==> config.mk <==
export PLATFORM = sky130hd
export DESIGN_NAME = prom_mode_array
export DESIGN_NICKNAME = d
export VERILOG_FILES = /design/src/rtl/prom_pkg.sv /design/src/rtl/prom_mode_decode.sv /design/src/rtl/prom_cell_array.sv /design/src/rtl/prom_out_stage.sv /design/src/rtl/prom_mode_array.sv
export SDC_FILE = /design/constraint.sdc
export NUM_CORES = 2
export LEC_CHECK = 0
export BUFFER_PORTS_ARGS = -buffer_cell sky130_fd_sc_hd__buf_2
export CORE_MARGIN = 1.5
export CORE_UTILIZATION = 52
export CTS_CLUSTER_SIZE = 28
export DETAILED_ROUTE_END_ITERATION = 16
export PLACE_DENSITY = 0.64
export SLEW_MARGIN = 40
export SYNTH_ARGS = -nofsm -noshare
export SYNTH_HDL_FRONTEND = slang
export SYNTH_SLANG_ARGS = --single-unit
==> constraint.sdc <==
create_clock -name clk -period 12.5 [get_ports clk]
set_clock_uncertainty 0.1 [all_clocks]
set_input_delay 1.25 -clock clk [delete_from_list [all_inputs] [get_ports clk]]
set_output_delay 1.25 -clock clk [all_outputs]
set_load 0.02 [all_outputs]
==> src/rtl/prom_pkg.sv <==
package prom_pkg;
  localparam int DATA_W = 16;

  typedef enum logic [2:0] {
    M_STANDBY = 3'd0,
    M_INHIBIT = 3'd1,
    M_DISABLE = 3'd2,
    M_READ    = 3'd3,
    M_PROGRAM = 3'd4,
    M_VERIFY  = 3'd5,
    M_IDENT   = 3'd6
  } prom_mode_e;

  localparam logic [7:0] ID_MAKER  = 8'h01;
  localparam logic [7:0] ID_DEVICE = 8'h98;
endpackage

==> src/rtl/prom_mode_decode.sv <==
module prom_mode_decode
  import prom_pkg::*;
(
  input  logic       ce_n,
  input  logic       oe_n,
  input  logic       pgm_n,
  input  logic       vpp_hi,
  input  logic       a9_hv,
  output prom_mode_e mode
);
  // Priority: chip select, then programming voltage, then output gate,
  // then identifier request.
  always_comb begin
    if (ce_n) begin
      mode = vpp_hi ? M_INHIBIT : M_STANDBY;
    end else if (vpp_hi && !pgm_n) begin
      mode = M_PROGRAM;
    end else if (oe_n) begin
      mode = M_DISABLE;
    end else if (vpp_hi) begin
      mode = M_VERIFY;
    end else if (a9_hv) begin
      mode = M_IDENT;
    end else begin
      mode = M_READ;
    end
  end
endmodule

==> src/rtl/prom_cell_array.sv <==
module prom_cell_array #(
  parameter int ADDR_W = 8,
  parameter int DATA_W = 16
) (
  input  logic              clk,
  input  logic              rst_n,
  input  logic              erase,
  input  logic              wr_en,
  input  logic [ADDR_W-1:0] addr,
  input  logic [DATA_W-1:0] wr_data,
  output logic [DATA_W-1:0] rd_word
);
  localparam int DEPTH = 1 << ADDR_W;

  logic [DATA_W-1:0] cells [DEPTH];
  logic [DEPTH-1:0]  used_q;
  logic [DEPTH-1:0]  used_d;
  logic              wr_go;

  assign wr_go   = wr_en & ~erase;
  assign rd_word = used_q[addr] ? cells[addr] : {DATA_W{1'b1}};

  always_comb begin
    used_d = used_q;
    if (erase) begin
      used_d = '0;
    end else if (wr_go) begin
      used_d[addr] = 1'b1;
    end
  end

  always_ff @(posedge clk or negedge rst_n) begin
    if (!rst_n) begin
      used_q <= '0;
    end else begin
      used_q <= used_d;
    end
  end

  // Data cells carry no reset; the used vector masks stale contents.
  always_ff @(posedge clk) begin
    if (wr_go) begin
      cells[addr] <= rd_word & wr_data;
    end
  end
endmodule

==> src/rtl/prom_out_stage.sv <==
module prom_out_stage
  import prom_pkg::*;
#(
  parameter int DATA_W = 16
) (
  input  logic              clk,
  input  logic              rst_n,
  input  prom_mode_e        mode,
  input  logic              sel_dev,
  input  logic [DATA_W-1:0] word,
  output logic [DATA_W-1:0] dout,
  output logic              dout_en
);
  localparam int PAD_W = DATA_W - 8;

  logic [DATA_W-1:0] id_word;
  logic [DATA_W-1:0] dout_d;
  logic              en_d;

  generate
    if (PAD_W > 0) begin : g_pad
      assign id_word = {{PAD_W{1'b0}}, (sel_dev ? ID_DEVICE : ID_MAKER)};
    end else begin : g_nopad
      assign id_word = DATA_W'(sel_dev ? ID_DEVICE : ID_MAKER);
    end
  endgenerate

  always_comb begin
    dout_d = '0;
    en_d   = 1'b0;
    unique case (mode)
      M_READ, M_VERIFY: begin
        dout_d = word;
        en_d   = 1'b1;
      end
      M_IDENT: begin
        dout_d = id_word;
        en_d   = 1'b1;
      end
      default: begin
        dout_d = '0;
        en_d   = 1'b0;
      end
    endcase
  end

  always_ff @(posedge clk or negedge rst_n) begin
    if (!rst_n) begin
      dout    <= '0;
      dout_en <= 1'b0;
    end else begin
      dout    <= dout_d;
      dout_en <= en_d;
    end
  end
endmodule

==> src/rtl/prom_mode_array.sv <==
module prom_mode_array
  import prom_pkg::*;
#(
  parameter int ADDR_W = 8
) (
  input  logic              clk,
  input  logic              rst_n,
  input  logic              erase,
  input  logic              ce_n,
  input  logic              oe_n,
  input  logic              pgm_n,
  input  logic              vpp_hi,
  input  logic              a9_hv,
  input  logic [ADDR_W-1:0] addr,
  input  logic [DATA_W-1:0] din,
  output logic [DATA_W-1:0] dout,
  output logic              dout_en
);
  prom_mode_e        mode;
  logic [DATA_W-1:0] word;
  logic              wr_en;

  assign wr_en = (mode == M_PROGRAM);

  prom_mode_decode u_dec (
    .ce_n   (ce_n),
    .oe_n   (oe_n),
    .pgm_n  (pgm_n),
    .vpp_hi (vpp_hi),
    .a9_hv  (a9_hv),
    .mode   (mode)
  );

  prom_cell_array #(.ADDR_W(ADDR_W), .DATA_W(DATA_W)) u_arr (
    .clk     (clk),
    .rst_n   (rst_n),
    .erase   (erase),
    .wr_en   (wr_en),
    .addr    (addr),
    .wr_data (din),
    .rd_word (word)
  );

  prom_out_stage #(.DATA_W(DATA_W)) u_out (
    .clk     (clk),
    .rst_n   (rst_n),
    .mode    (mode),
    .sel_dev (addr[0]),
    .word    (word),
    .dout    (dout),
    .dout_en (dout_en)
  );
endmodule

==> flow_summary.ini <==
[synth]
syn-mean-instance-area_um2 = 22.44
ys_ff_latch = 4369
synth_cell_type_count = 36
syn-cell-area_um2 = 168000
ys_top_cells_by_area = edfxtp_1 73%, mux4_2 17%, dfrtp_1 4.1%, a22oi_1 1.1%, o22ai_1 0.98%
ys.flop_type = edfxtp_1
synth_cells = 7488
synth-async-reset-ratio_pct = 6.249
synth.top_cell.area_share_pct = 73.21
ys_seq_area_share_pct = 77.27
synth.net_count = 7520
ys_warn_count = 0
synth_edf_count = 4096
yosysTopAreaCell = edfxtp_1

[clocking]
htreeDepth = 5
postCtsSetupRepairBufs = 0
postCtsHoldBufs = 0
cts_tree = built
clkLatencyLatePin_ps = 990
clockBufferDepth = 4
cts_root_buf = clkbuf_16
cts_buffers = 432
cts_resized = 0
clkSlewWorstSetupHoldPaths_ps = 60
cts.sinks = 4369

[routing]
drc = 0
wl_per_cell_um = 35.41
wl_um = 446700
ant_nets = 0
routed_via_density = 6.569
vias = 82870
dr.pass1.iters = 5
drt_iter0_drc = 11850

[setup_path]
r2r_end = u_arr.cells[41][4]$_DFFE_PP_
crit_path_end = u_arr.cells[193][9]$_DFFE_PP_
r2r_setup_slack_ps = 7550
rr_worst_depth = 10
arrival_ps = 7320
cp_max_fo = 108
critPathLaunch = addr[0]
crit_path_end_kind = register
startpoint_type = input port
crit_type = in -> reg
critPathRequiredTime_ps = 12880
reg2reg_from = u_arr.used_q[43]$_DFFE_PN0P_

[power_and_ir_drop]
power_frac_comb_pct = 4.6
seqPwrFrac_pct = 52.6
p_leak_nw = 60.23
netSwitchingPower_mw = 6.485
powerDensity_nw_per_um2 = 159.8
power_mw = 30.45
power.internal_mw = 23.96
irDropWorstVdd_uv = 123.8
clkPwrFrac_pct = 42.8
p_sw_share_pct = 21.30

[place]
place_inst = 11790
gp_congestion = 0.8450
dp_hpwl_um = 253300
placement.io_buffers = 48
dp_slack_ps = 4405

[floorplan]
die_h_um = 571.4
start_util_pct = 52.32
die_area_um2 = 326500
die_x_um = 571.4
rows = 208
placeableCoreArea_um2 = 321100
io_pins = 49

[global_routing]
grt_max_degree = 177
grt_remaining_overflow = 0
grt_pass1_vias = 83180
grt_pass1_wl_um = 630700
antenna_found_initial = 19
grt_usage_pct = 27.53

[sta]
worst_pin_slew_ps = 908.0
slew_headroom_pct = 39.47
timing.setup.tns_ps = 0
period_share_pct = 55.50
whs_ps = 62.79
final_hold_viol_count = 0
slew_violations = 0
finalWorstSetupSlack_ps = 5563
clock.fmax_mhz = 144.2
rsz0062_at_grt = no
setup_viol = 0
min_period_ps = 6937

[cells_and_area]
multi_input_area_um2 = 35440
drive_gt1_share_pct = 29.91
seq_area_um2 = 129800
fin_cells = 12620
area_growth_pct = 13.43
nFillCells = 22620
final_nets = 7967

[flow_run]
maxCapViolCount = 0

[worst_hold_path]
min_path_type = in -> async

[status]
status = finished, final reports clean
-- power by group through the flow --
| stage | clock [mW] | sequential [mW] | combinational [mW] |
|---|---|---|---|
| floorplan | 0 | 16.4 | 0.828 |
| global placement | 0 | 16.3 | 1.35 |
| detailed placement | 0 | 16.3 | 1.39 |
| CTS | 13.2 | 16.0 | 1.40 |
| global route | 13.8 | 16.0 | 1.47 |
| finish | 13.0 | 16.0 | 1.41 |
-- worst min-delay path by stage --
stage | start | to
finish | rst_n | u_out.dout[3]$_DFF_PN0_
global route | rst_n | u_out.dout[3]$_DFF_PN0_
CTS | rst_n | u_out.dout[3]$_DFF_PN0_
detailed placement | u_arr.used_q[5]$_DFFE_PN0P_ | u_arr.used_q[5]$_DFFE_PN0P_
global placement | u_arr.used_q[1]$_DFFE_PN0P_ | u_arr.used_q[1]$_DFFE_PN0P_
floorplan | u_arr.used_q[2]$_DFFE_PN0P_ | u_arr.used_q[2]$_DFFE_PN0P_
-- kinds of logic (layout without fill, tap and decap cells) --
logic type,after synthesis,count (layout),share of synthesized area [%]
simple gates,423,423,1.068
flops,4369,4369,77.27
compound gates,658,658,2.562
buf+inv,746,1559,1.917
mux,1292,1292,17.18
other cells,0,9,0
-- area by class of cell --
cell class / count / area share, %
Antenna cell: 9 / 0.01182
Clock buffer: 538 / 6.029
Clock inverter: 262 / 1.478
Inverter: 259 / 0.5101
Multi-Input combinational cell: 2373 / 18.60
Sequential cell: 4369 / 68.12
Tap cell: 4305 / 2.826
Timing Repair Buffer: 500 / 2.425
-- registers in the layout (all words and copies together), names as in the netlist --
register,count
u_arr.cells,4096
u_arr.used_q,256
u_out.dout,16
u_out.dout_en,1
-- cells in the final DEF (no fill, tap or decap), types with 7 or more instances in the layout --
master,synthesis,layout
clkinv_2,0,77
buf_2,81,42
o41ai_2,0,7
and2_4,0,11
clkbuf_16,0,438
buf_12,0,30
clkbuf_8,0,18
nor2b_1,27,19
nor2b_4,0,8
o22ai_1,262,262
inv_1,259,259
nor4_1,8,8
a22oi_1,246,240
diode_2,0,9
clkinv_16,0,13
mux4_2,1273,1273
nor2_1,271,246
bufinv_16,0,44
nor2_4,0,11
nand3_1,25,19
clkinv_1,0,93
a21oi_1,124,118
edfxtp_1,4096,4096
buf_6,22,26
mux2i_1,18,16
nor2_2,0,14
nand2_4,0,9
nand2_1,61,49
buf_4,41,370
buf_16,0,21
buf_8,0,8
clkbuf_1,299,84
clkinvlp_4,0,19
dfrtp_1,273,273
-- layer usage --
layer  vias up  track usage, %  share of wire (%)
met5         -               0             0.0060
met2      4424           42.96                 48
li1      32460               -                  -
met3       734           5.352                9.5
met1     45240           39.45                 39
met4         4           9.415                3.8
-- synth_stat cells (2+ instances only) --
cell type	count
edfxtp_1	4096
mux4_2	1273
clkbuf_1	299
dfrtp_1	273
nor2_1	271
o22ai_1	262
inv_1	259
a22oi_1	246
a21oi_1	124
buf_2	81
nand2_1	61
buf_1	44
buf_4	41
nor2b_1	27
nand3_1	25
buf_6	22
mux2i_1	18
and2_1	14
o41ai_1	12
nor4_1	8
nor3_1	5
a31oi_1	4
and4b_1	4
nand2b_1	3
o21ai_1	3
a211oi_1	2
nand4_1	2
-- worst max-delay path, cell delays in order --
cell and delay (ps):
buf_12 330, buf_16 350, buf_6 570, buf_12 540, mux4_2 600, mux4_2 510, a22oi_2 690, nand2_1 110
a21oi_1 650, nand3_1 200, and2_4 390, clkbuf_8 450
-- per-stage QoR --
| stage | util, % | cell area [µm²] |
|---|---|---|
| after detailed placement | 54.76 | 175900 |
| after CTS | 59.22 | 190200 |
| after global placement | 54.54 | 175200 |
| final | 59.34 | 190600 |
| after global routing | 59.34 | 190600 |
| after floorplan | - | 168000 |
Power figures use the tool's default switching activity.
